===== config.mk =====
export PLATFORM = sky130hd
export DESIGN_NAME = sat_mac_unit
export DESIGN_NICKNAME = d
export VERILOG_FILES = /design/src/rtl/mac_pkg.sv /design/src/rtl/mac_mul.sv /design/src/rtl/mac_sat_step.sv /design/src/rtl/mac_wrap_step.sv /design/src/rtl/sat_mac_unit.sv
export SDC_FILE = /design/constraint.sdc
export NUM_CORES = 1
export LEC_CHECK = 0
export BUFFER_PORTS_ARGS = -buffer_cell sky130_fd_sc_hd__clkbuf_2
export CORE_MARGIN = 2
export CORE_UTILIZATION = 50
export DETAILED_ROUTE_END_ITERATION = 12
export GPL_TIMING_DRIVEN = 0
export PLACE_DENSITY = 0.84
export SLEW_MARGIN = 25
export SYNTH_ARGS = -nofsm -noshare
export SYNTH_HDL_FRONTEND = slang
export SYNTH_SLANG_ARGS = --single-unit
export TNS_END_PERCENT = 20

===== constraint.sdc =====
create_clock -name clk -period 11.9 [get_ports clk]
set_clock_uncertainty 0.15 [all_clocks]
set_input_delay 1.785 -clock clk [delete_from_list [all_inputs] [get_ports clk]]
set_output_delay 1.785 -clock clk [all_outputs]
set_load 0.01 [all_outputs]

===== src/rtl/mac_pkg.sv =====
`timescale 1ns/1ps
package mac_pkg;
  localparam int OPND_W  = 16;
  localparam int WORD_W  = 32;
  localparam int ADDR_W  = 32;
  localparam int STEP    = 2;
  localparam int HI_KEEP = 10;

  typedef enum logic { MODE_WRAP = 1'b0, MODE_SAT = 1'b1 } acc_mode_e;
endpackage


===== src/rtl/mac_mul.sv =====
`timescale 1ns/1ps
module mac_mul #(
  parameter int OPND_W = 16,
  parameter int WORD_W = 32
) (
  input  logic [OPND_W-1:0] a,
  input  logic [OPND_W-1:0] b,
  output logic [WORD_W-1:0] prod
);
  localparam int PROD_W = 2 * OPND_W;

  function automatic logic [WORD_W-1:0] smul(input logic [OPND_W-1:0] x, input logic [OPND_W-1:0] y);
    logic signed [PROD_W-1:0] p;
    p = $signed({{OPND_W{x[OPND_W-1]}}, x}) * $signed({{OPND_W{y[OPND_W-1]}}, y});
    return WORD_W'(p);
  endfunction

  assign prod = smul(a, b);
endmodule


===== src/rtl/mac_sat_step.sv =====
`timescale 1ns/1ps
module mac_sat_step #(
  parameter int WORD_W = 32
) (
  input  logic [WORD_W-1:0] prod,
  input  logic [WORD_W-1:0] hi,
  input  logic [WORD_W-1:0] lo,
  output logic [WORD_W-1:0] nhi,
  output logic [WORD_W-1:0] nlo,
  output logic              ovf
);
  localparam int MSB = WORD_W - 1;

  // returns {overflow, result word}
  function automatic logic [WORD_W:0] clamp_add(input logic [WORD_W-1:0] p, input logic [WORD_W-1:0] l);
    logic [WORD_W-1:0] s;
    logic              o;
    s = p + l;
    o = (p[MSB] == l[MSB]) && (s[MSB] != p[MSB]);
    if (o) s = p[MSB] ? {1'b1, {MSB{1'b0}}} : {1'b0, {MSB{1'b1}}};
    return {o, s};
  endfunction

  assign {ovf, nlo} = clamp_add(prod, lo);
  assign nhi = ovf ? (hi | WORD_W'(1)) : hi;
endmodule


===== src/rtl/mac_wrap_step.sv =====
`timescale 1ns/1ps
module mac_wrap_step #(
  parameter int WORD_W  = 32,
  parameter int HI_KEEP = 10
) (
  input  logic [WORD_W-1:0] prod,
  input  logic [WORD_W-1:0] hi,
  input  logic [WORD_W-1:0] lo,
  output logic [WORD_W-1:0] nhi,
  output logic [WORD_W-1:0] nlo
);
  localparam int MSB   = WORD_W - 1;
  localparam int EXT_W = WORD_W - HI_KEEP;

  logic              carry;
  logic [WORD_W-1:0] hi_sum;

  function automatic logic [WORD_W-1:0] sext_hi(input logic [WORD_W-1:0] h);
    return {{EXT_W{h[HI_KEEP-1]}}, h[HI_KEEP-1:0]};
  endfunction

  assign {carry, nlo} = {1'b0, lo} + {1'b0, prod};
  assign hi_sum = hi + {WORD_W{prod[MSB]}} + WORD_W'(carry);
  assign nhi = sext_hi(hi_sum);
endmodule


===== src/rtl/sat_mac_unit.sv =====
`timescale 1ns/1ps
module sat_mac_unit
  import mac_pkg::*;
#(
  parameter int P_OPND_W  = OPND_W,
  parameter int P_WORD_W  = WORD_W,
  parameter int P_ADDR_W  = ADDR_W,
  parameter int P_STEP    = STEP,
  parameter int P_HI_KEEP = HI_KEEP
) (
  input  logic                clk,
  input  logic                rst_n,
  input  logic                op_valid,
  input  logic [P_OPND_W-1:0] op_a,
  input  logic [P_OPND_W-1:0] op_b,
  input  logic                sat_mode,
  input  logic [P_ADDR_W-1:0] ptr_a_in,
  input  logic [P_ADDR_W-1:0] ptr_b_in,
  input  logic                clr,
  input  logic                hi_load,
  input  logic [P_WORD_W-1:0] hi_load_val,
  input  logic                lo_load,
  input  logic [P_WORD_W-1:0] lo_load_val,
  output logic [P_WORD_W-1:0] acc_hi,
  output logic [P_WORD_W-1:0] acc_lo,
  output logic [P_ADDR_W-1:0] ptr_a_out,
  output logic [P_ADDR_W-1:0] ptr_b_out
);
  localparam int EXT_BITS = P_WORD_W - P_HI_KEEP + 1;
  localparam logic [P_WORD_W-1:0] POS_LIM = {1'b0, {(P_WORD_W-1){1'b1}}};
  localparam logic [P_WORD_W-1:0] NEG_LIM = {1'b1, {(P_WORD_W-1){1'b0}}};

  acc_mode_e         mode;
  logic              accept;
  logic              any_load;
  logic [P_WORD_W-1:0] prod;
  logic [P_WORD_W-1:0] s_hi, s_lo, w_hi, w_lo;
  logic              sat_ovf;

  assign mode     = acc_mode_e'(sat_mode);
  assign any_load = hi_load | lo_load;
  assign accept   = op_valid & ~clr & ~any_load;

  mac_mul #(.OPND_W(P_OPND_W), .WORD_W(P_WORD_W)) u_mul (
    .a(op_a), .b(op_b), .prod(prod));

  mac_sat_step #(.WORD_W(P_WORD_W)) u_sat (
    .prod(prod), .hi(acc_hi), .lo(acc_lo), .nhi(s_hi), .nlo(s_lo), .ovf(sat_ovf));

  mac_wrap_step #(.WORD_W(P_WORD_W), .HI_KEEP(P_HI_KEEP)) u_wrap (
    .prod(prod), .hi(acc_hi), .lo(acc_lo), .nhi(w_hi), .nlo(w_lo));

  always_ff @(posedge clk or negedge rst_n) begin
    if (!rst_n) begin
      acc_hi    <= '0;
      acc_lo    <= '0;
      ptr_a_out <= '0;
      ptr_b_out <= '0;
    end else if (clr) begin
      acc_hi <= '0;
      acc_lo <= '0;
    end else if (any_load) begin
      if (hi_load) acc_hi <= hi_load_val;
      if (lo_load) acc_lo <= lo_load_val;
    end else if (op_valid) begin
      if (mode == MODE_SAT) begin
        acc_hi <= s_hi;
        acc_lo <= s_lo;
      end else begin
        acc_hi <= w_hi;
        acc_lo <= w_lo;
      end
      ptr_a_out <= ptr_a_in + P_ADDR_W'(P_STEP);
      ptr_b_out <= ptr_b_in + P_ADDR_W'(P_STEP);
    end
  end

  assert_clear_R10: assert property (@(posedge clk) disable iff (!rst_n)
    clr |=> (acc_hi == '0) && (acc_lo == '0));

  assert_sat_keep_R2: assert property (@(posedge clk) disable iff (!rst_n)
    (accept && sat_mode && !sat_ovf) |=> $stable(acc_hi));

  // clamp value and sticky flag
  assert_sat_clamp_R3: assert property (@(posedge clk) disable iff (!rst_n)
    (accept && sat_mode && sat_ovf) |=> acc_hi[0] && ((acc_lo == POS_LIM) || (acc_lo == NEG_LIM)));

  assert_sticky_R5: assert property (@(posedge clk) disable iff (!rst_n)
    (accept && sat_mode && acc_hi[0]) |=> acc_hi[0]);

  assert_wrap_ext_R7: assert property (@(posedge clk) disable iff (!rst_n)
    (accept && !sat_mode) |=> (($countones(acc_hi[P_WORD_W-1:P_HI_KEEP-1]) == 0) ||
                               ($countones(acc_hi[P_WORD_W-1:P_HI_KEEP-1]) == EXT_BITS)));

  assert_ptr_step_R8: assert property (@(posedge clk) disable iff (!rst_n)
    accept |=> (ptr_a_out == $past(ptr_a_in) + P_ADDR_W'(P_STEP)) &&
               (ptr_b_out == $past(ptr_b_in) + P_ADDR_W'(P_STEP)));

  assert_idle_hold_R9: assert property (@(posedge clk) disable iff (!rst_n)
    (!op_valid && !clr && !any_load) |=> $stable(acc_hi) && $stable(acc_lo) &&
                                         $stable(ptr_a_out) && $stable(ptr_b_out));

  assert_load_hi_R11: assert property (@(posedge clk) disable iff (!rst_n)
    (!clr && hi_load) |=> acc_hi == $past(hi_load_val));
endmodule


# Word-level counts from Yosys, hierarchy flattened
# Cells that the tools add are included.
[op_classes]
add_sub_neg = 6
n_mul = 1
n_div = 0
n_lt_le_gt_ge = 0
eq_ne = 6
n_shift = 0
n_mux = 13
bitwise_logic = 3
reduce_logical = 6
[ops]
columns = ["op", "count"]
rows = [
  ["32-bit two-way mux", 12],
  ["32-bit by 2-bit adder with 32-bit output, second input constant", 2],
  ["32-bit by 32-bit adder with 33-bit output", 1],
  ["32-bit adder", 1],
  ["16-bit by 16-bit multiplier with 32-bit output", 1],
  ["10-bit by 1-bit adder with 10-bit output", 1],
  ["10-bit adder", 1],
  ["3-bit AND reduction", 3],
  ["3-bit != test, second input constant", 2],
  ["4-bit by 1-bit != test with 1-bit output, second input constant", 1],
  ["3-bit by 1-bit != test with 1-bit output, second input constant", 1],
  ["3-bit nonzero test", 1],
  ["1-bit NOT", 2],
  ["2-bit AND reduction", 1],
  ["1-bit == test", 1],
  ["1-bit logical AND", 1],
  ["1-bit two-way mux", 1],
  ["1-bit != test", 1],
  ["1-bit bitwise OR", 1],
]
[word_totals]
register_bits = 128
latch_bits = 0
mem_bits_rw = 0
romBits = 0
in_bits = 167
n_memories = 0

# Depth between registers and ports, before layout
# Gate-level depths: netlist of the first run.
[logic_depth]
word_depth = 9
mapped_depth = 48

# Hierarchy
# From an unflattened synthesis of the first run, not the netlist that was laid out.
[unflattened]
cells_unflattened = 2594
hier_area_um2 = 21632.0
[modules_own_cells]
columns = ["module", "n_inst", "cells_per_inst", "area_each_um2", "seq_area_each_um2"]
rows = [
  ["mac_mul", 1, 1149, 10131.0, 0.0],
  ["sat_mac_unit", 1, 807, 6982.9, 3203.1],
  ["mac_sat_step", 1, 323, 2260.9, 0.0],
  ["mac_wrap_step", 1, 315, 2257.2, 0.0],
]

# Worst setup path after synthesis of the first run
# Ideal clock, no wire load.
[synth_timing]
path_type = "input -> register"
from = "input op_b[9]"
to = "register acc_hi[9]"
setup_ns = 0.066
arrival_time_ns = 10.946
required_ns = 11.684
slack_ns = 0.738
stages = 46
n_path_buf = 2
path_cell_list = "clkbuf_1 -> nand2_1 -> fa_1 -> inv_1 -> fa_1 -> inv_1 -> fa_1 -> inv_1 -> fa_1 -> fa_1 -> inv_1 -> fa_1 -> inv_1 -> ha_1 -> and4_1 -> a21boi_2 -> a21boi_2 -> o21ai_0 -> (+10 left out) -> a41o_1 -> nor3_1 -> o21bai_1 -> a2111oi_0 -> or3_1 -> fa_1 -> inv_1 -> a21o_1 -> a21o_1 -> a21oi_1 -> o21bai_1 -> a31oi_1 -> o21bai_1 -> a21oi_1 -> xnor3_1 -> o21ai_4 -> buf_6 -> a22o_1"
[synth_via]
elab_chain_len = 7
word_cells_on_any_way = 8
[synth_rtl]
columns = ["item", "line_no", "text"]
rows = [
  ["start, declared", "sat_mac_unit.sv:15", "input logic [P_OPND_W-1:0] op_b,"],
  ["16-bit by 16-bit multiplier with 32-bit output (*)", "mac_mul.sv:14", "p = $signed({{OPND_W{x[OPND_W-1]}}, x}) * $signed({{OPND_W{y[OPND_W-1]}}, y});"],
  ["32-bit by 32-bit adder with 33-bit output or 10-bit adder (tied branches)", "mac_wrap_step.sv:22, mac_wrap_step.sv:23", ""],
  ["10-bit by 1-bit adder with 10-bit output (*)", "mac_wrap_step.sv:23", "assign hi_sum = hi + {WORD_W{prod[MSB]}} + WORD_W'(carry);"],
  ["32-bit two-way mux (*)", "sat_mac_unit.sv:66", "if (mode == MODE_SAT) begin"],
  ["32-bit two-way mux (*)", "sat_mac_unit.sv:65", "end else if (op_valid) begin"],
  ["32-bit two-way mux (*)", "sat_mac_unit.sv:62", "end else if (any_load) begin"],
  ["32-bit two-way mux (*)", "sat_mac_unit.sv:59", "end else if (clr) begin"],
  ["end signal, assigned", "sat_mac_unit.sv:63", "if (hi_load) acc_hi <= hi_load_val;"],
  ["end signal, assigned", "sat_mac_unit.sv:67", "acc_hi <= s_hi;"],
  ["end signal, assigned", "sat_mac_unit.sv:70", "acc_hi <= w_hi;"],
  ["end, declared", "sat_mac_unit.sv:24", "output logic [P_WORD_W-1:0] acc_hi,"],
]
# Every way passes the cells marked *; elsewhere a longest branch is shown, timed or not. The select of a mux whose other input is x is not followed.
# A chain may end at the register's enable or synchronous reset.

# Worst setup path after layout of the first run
[layout_timing]
from = "input op_a[8]"
to = "register acc_hi[18]"
[layout_via]
elab_chain_len = 7
word_cells_on_any_way = 8
[layout_rtl]
columns = ["item", "line_no", "text"]
rows = [
  ["start, declared", "sat_mac_unit.sv:14", "input logic [P_OPND_W-1:0] op_a,"],
  ["16-bit by 16-bit multiplier with 32-bit output (*)", "mac_mul.sv:14", ""],
  ["32-bit by 32-bit adder with 33-bit output or 10-bit adder (tied branches)", "mac_wrap_step.sv:22, mac_wrap_step.sv:23", ""],
  ["10-bit by 1-bit adder with 10-bit output (*)", "mac_wrap_step.sv:23", ""],
  ["32-bit two-way mux (*)", "sat_mac_unit.sv:66", ""],
  ["32-bit two-way mux (*)", "sat_mac_unit.sv:65", ""],
  ["32-bit two-way mux (*)", "sat_mac_unit.sv:62", ""],
  ["32-bit two-way mux (*)", "sat_mac_unit.sv:59", ""],
]
# Marks and branches as above.

==> results of run 1 <==
[how the worst min path moves through the flow]
stage / start / to / slack (ps) / depth (start not counted)
floorplan: ptr_a_out[8] / ptr_a_out[8] / 360 / 2
CTS: ptr_a_out[0] / ptr_a_out[0] / 330 / 2
detailed placement: ptr_a_out[0] / ptr_a_out[0] / 320 / 2
global route: ptr_b_out[25] / ptr_b_out[25] / 360 / 2
global placement: ptr_a_out[8] / ptr_a_out[8] / 300 / 2
finish: ptr_a_out[0] / ptr_a_out[0] / 330 / 2
[flip-flops by register name (all words and copies together), names as in the netlist]
| name | cells |
|---|---|
| acc_hi | 32 |
| acc_lo | 32 |
| ptr_a_out | 32 |
| ptr_b_out | 32 |
[what timing repair did]
| item | in CTS | in global routing |
|---|---|---|
| pin swaps | 0 | 14 |
| gates cloned | 0 | 2 |
| endpoints found under the setup margin | 25 | 26 |
| resized for setup | 21 | 104 |
| buffers inserted | 0 | 7 |
[metrics by stage]
| step | cell area (µm²) | cells |
|---|---|---|
| 2_1_floorplan | 18000 | 2015 |
| 3_3_place_gp | 20100 | 2770 |
| 3_5_place_dp | 20100 | 2771 |
| 4_1_cts | 20700 | 2798 |
| 5_1_grt | 21000 | 2808 |
| 6_report | 21000 | 2810 |
[critical path, delay by kind of cell]
family / cells / cell delay, ps
buffers and inverters: 7 / 960
AND/OR/NAND/NOR: 7 / 1070
AO/OA/AOI/OAI: 20 / 3540
adder cells (fa/ha/maj): 9 / 3880
XOR/XNOR: 2 / 550
[cell usage in the layout, fill, tap and decap left out, types with 12 or more instances in the layout]
cell / instances
fa_1: 265
clkbuf_1: 42
nor2_1: 60
o21ai_0: 109
nand2b_1: 22
a21oi_1: 80
nand3_1: 27
clkbuf_16: 17
xor2_1: 57
o21bai_1: 14
buf_4: 12
a21o_1: 51
and2_1: 126
ha_1: 119
nand2_1: 260
and3_1: 13
xnor2_1: 66
nand4_1: 18
a22o_1: 24
inv_1: 348
dfrtp_1: 128
clkbuf_2: 295
[cell type report]
class | instances | area share [%]
Clock inverter | 14 | 0.690
Inverter | 349 | 6.24
Multi-Input combinational cell | 1463 | 63.6
Timing Repair Buffer | 304 | 7.59
Tap cell | 461 | 2.74
Sequential cell | 128 | 15.2
Buffer | 70 | 1.83
Antenna cell | 3 | 0.0357
Clock buffer | 18 | 2.04
[logic make-up after synthesis]
family                     share of synthesized area, %
and+or+nand+nor                                    15.3
buffers and inverters                              8.97
adders and majority gates                          38.2
AOI/OAI and AO/OA                                  13.6
DFF                                                17.8
xor gates and xnor gates                           6.25
[routing by layer]
| metal | vias up | part of all wire [%] |
|---|---|---|
| li1 | 7054 | - |
| met1 | 7791 | 36 |
| met2 | 743 | 50 |
| met3 | 163 | 9.0 |
| met4 | 8 | 4.5 |
| met5 | - | 0.090 |
==> flow_summary.toml, run 1 <==
[outcome]
status = "finished clean"

[detailed_routing]
viasPerCell = 5.61
drtAntennaViolNets = 0
drc = 0
firstDrtPassIters = 5
drt_iter0_drc = 983
routedWlPerCell_um = 19.3
wl_um = 54300
num_vias = 15800

[synthesis]
ys_ff_latch = 128
syn_inst = 2015
yosysWarnings = 0
syn-num-nets = 2572
synth.area.top_cells = "fa_1 (30%), dfrtp_1 (18%), ha_1 (8.6%), inv_1 (7.3%), nand2_1 (5.4%)"
avgSynthCellArea_um2 = 8.95
asyncSetResetFlopFracSynth_pct = 100
synthFlopType = "dfrtp_1"
synthDistinctLibCells = 65
synth.top_cell.area_share_pct = 29.5
yosysMostFrequentCell = "inv_1"
synth_area_um2 = 18000
synth_common_cells = "inv_1 (349), fa_1 (266), nand2_1 (260), dfrtp_1 (128), and2_1 (126)"
synth_largest_area_cell = "fa_1"
yosysSeqAreaShare_pct = 17.8
synth-edff-count = 0

[placed_design]
port-buffer-count = 294
dp_hpwl_um = 45000
routabilityCongestion = 0.977
place_ws_ps = -834

[finish]
seq_area_um2 = 3200
fillers = 3015
final_nets = 2890
utilization_pct = 59.2
syn2layout_area_growth_pct = 16.7
multi_input_area_um2 = 13400
drive_above_1_share_pct = 17.2

[floorplanning]
die_y_um = 194
io-pin-count = 295
start_util_pct = 50.7
die_area_um2 = 37600
rows = 69
core_um2 = 35600
die_w_um = 194

[setup_path]
worstSetupPathType = "in -> reg"
cp_data_arrival_time_ps = 11800
reg2reg_slack_ps = 6160
timing.rr.start = "acc_lo[0]"
cp_max_fo = 10
endpoint = "acc_hi[18]"
reg2reg_depth = 26
endpoint_kind = "flop"
worstSetupStartpointType = "input port"
max_stage_delay_ps = 590
critical-path-top-cell-by-count = "fa_1"
reg2reg_to = "acc_hi[18]"
slowest_stage = "fa_1"
crit_path_start = "op_a[8]"
crit_required_ps = 12130

[global_routing]
met2_usage_pct = 50.8
grt_max_degree = 83
grt_first_pass_wirelength_um = 86600
use_met3_pct = 7.81
grtUsageTotal_pct = 29.1
grtUsageMet1_pct = 34.0
grt_busiest_layer = "met2"
first_global_vias = 16600
overflow = 0
antenna_found_initial = 7

[timing]
slew_headroom_pct = 39.0
slew_viol_final = 0
clock.fmax_ghz = 0.0864
final_hold_viol_count = 0
timing.setup.tns_ps = 0
min_period_ps = 11570
finalCritPeriodShare_pct = 97.3
setup_violations = 0
fin_ws_ps = 327
worstMarginPinSlew_ps = 909
holdWs_ps = 330

[min_path]
hold_class = "reg -> reg"

[cts]
clock_latency_ps = 440
clock-sinks = 128
clockBufferDepth = 2
ctsHoldBuffers = 0
path_clk_slew_ps = 60
cts_buffers = 17
ctsHtreeMaxLevel = 4
cts_tree = "yes"
cts-root-buf = "clkbuf_16"

[job]
maxCapViolCount = 0
Power of run 1 is left out: the tool's default activity adds up to more than one toggle a clock period on the data nets, which glitch-free logic cannot reach.
==> run 2, diff against run 1 <==
--- a/config.mk
+++ b/config.mk
@@ -6,11 +6,13 @@
 export NUM_CORES = 1
 export LEC_CHECK = 0
 export BUFFER_PORTS_ARGS = -buffer_cell sky130_fd_sc_hd__clkbuf_2
+export CELL_PAD_IN_SITES_DETAIL_PLACEMENT = 1
+export CELL_PAD_IN_SITES_GLOBAL_PLACEMENT = 2
 export CORE_MARGIN = 2
-export CORE_UTILIZATION = 50
+export CORE_UTILIZATION = 39
 export DETAILED_ROUTE_END_ITERATION = 12
 export GPL_TIMING_DRIVEN = 0
-export PLACE_DENSITY = 0.84
+export PLACE_DENSITY = 0.95
 export SLEW_MARGIN = 25
 export SYNTH_ARGS = -nofsm -noshare
 export SYNTH_HDL_FRONTEND = slang
==> flow_summary.toml, run 2 (synthesized netlist as in run 1, its figures left out) <==
[outcome]
status = "finished clean"

[global_routing]
grtUsageTotal_pct = 25.4
grt_first_pass_wirelength_um = 93800
grt_max_degree = 67
antenna_found_initial = 8
use_met3_pct = 5.68
met2_usage_pct = 44.8
grt_busiest_layer = "met2"
overflow = 0
first_global_vias = 17400
grtUsageMet1_pct = 29.8

[cts]
ctsHtreeMaxLevel = 4
ctsHoldBuffers = 0
cts_buffers = 17
path_clk_slew_ps = 70
clock_latency_ps = 440
cts-root-buf = "clkbuf_16"
cts_tree = "yes"
clockBufferDepth = 2
clock-sinks = 128

[setup_path]
cp.depth = 47
crit_family = "adder cells"
cp_data_arrival_time_ps = 11760
worstSetupPathType = "in -> reg"
critical-path-top-cell-by-count = "fa_1"
max_stage_delay_ps = 590
reg2reg_slack_ps = 6160
worstSetupStartpointType = "input port"
worst-path-buf-inv = 9
reg2reg_to = "acc_hi[23]"
slowest_stage = "fa_1"
cp_max_fo = 10
crit_path_start = "op_a[4]"
endpoint_kind = "flop"
timing.rr.start = "acc_lo[0]"
crit_required_ps = 12120
reg2reg_depth = 27
endpoint = "acc_hi[23]"

[floorplanning]
die_area_um2 = 48000
start_util_pct = 39.6
io-pin-count = 295
core_um2 = 45500
die_y_um = 219
rows = 78
die_w_um = 219

[detailed_routing]
viasPerCell = 5.30
drc = 0
drt_iter0_drc = 694
wl_um = 59500
firstDrtPassIters = 5
drtAntennaViolNets = 0
routedWlPerCell_um = 20.1
num_vias = 15600

[timing]
clock.fmax_ghz = 0.0866
min_period_ps = 11540
setup_violations = 0
final_hold_viol_count = 0
finalCritPeriodShare_pct = 97.0
worstMarginPinSlew_ps = 936
slew_viol_final = 0
timing.setup.tns_ps = 0
slew_headroom_pct = 37.1

[finish]
fin_area_um2 = 21200
final_cell_mix = "inv_1 (348), clkbuf_2 (294), fa_1 (265), nand2_1 (260), dfrtp_1 (128)"
layout_commonest_cell = "inv_1"
layout.cells.non_filler = 2953
syn2layout_area_growth_pct = 17.7
final_nets = 2892
drive_above_1_share_pct = 17.1

[placed_design]
dp_hpwl_um = 49700
routabilityCongestion = 0.897
placed_area_um2 = 20300
port-buffer-count = 294
dp_cells = 2911

[job]
maxCapViolCount = 0

[min_path]
hold_class = "reg -> reg"
-- run 2: cell types whose count changed in the layout (fill, tap and decap cells not counted), moves of 3 or more --
cell      before  now
ha_2           0    3
clkbuf_8       1    4
inv_8          3    0
inv_6          5    2
-- run 2: worst min-delay path by stage --
stage	start	endpoint	slack (ps)	depth (start not counted)
2_1_floorplan	ptr_a_out[8]	ptr_a_out[8]	360	2
6_report	ptr_b_out[18]	ptr_b_out[18]	330	2
4_1_cts	ptr_a_out[28]	ptr_a_out[28]	330	2
3_3_place_gp	ptr_a_out[8]	ptr_a_out[8]	300	2
5_1_grt	ptr_a_out[24]	ptr_a_out[24]	360	2
3_5_place_dp	ptr_b_out[8]	ptr_b_out[8]	320	2
-- run 2: worst register-to-register path: cells and delay by family (launching register included) --
kind                     cells  cell delay, ps
flip-flops                   1             380
buffers and inverters        4             460
adder cells (fa/ha/maj)      3             950
XOR/XNOR                     1             260
AO/OA/AOI/OAI               15            2670
AND/OR/NAND/NOR              4             760
-- run 2: what timing repair did --
| action | CTS | global route |
|---|---|---|
| pin swaps | 2 | 17 |
| endpoints found under the setup margin | 25 | 28 |
| cloned | 0 | 2 |
| resized for setup | 29 | 76 |
| buffers inserted | 2 | 9 |
-- run 2: area by class of cell --
type,instances,area [µm²]
Buffer,67,368
Multi-Input combinational cell,1463,13300
Timing Repair Buffer,309,1640
Fill cell,5523,24300
Tap cell,600,751
Antenna cell,5,12.5
Inverter,349,1310
Clock inverter,11,130
Clock buffer,21,470
Sequential cell,128,3200
-- run 2: per-stage QoR --
stage | hold WS [ps] | utilization, % | setup slack (ps)
floorplan | 357 | - | 738
global placement | 303 | 44.5 | -704
detailed placement | 319 | 44.6 | -964
CTS | 335 | 46.1 | 1.40
global route | 359 | 46.7 | -24.0
finish | 329 | 46.7 | 357
-- run 2: per-layer routing --
layer  up-vias  share of wire [%]
li1       7071                  -
met1      8000                 39
met2       429                 51
met3       135                5.7
met4         8                3.9
met5         -              0.094
Power of run 2 is left out for the same reason.
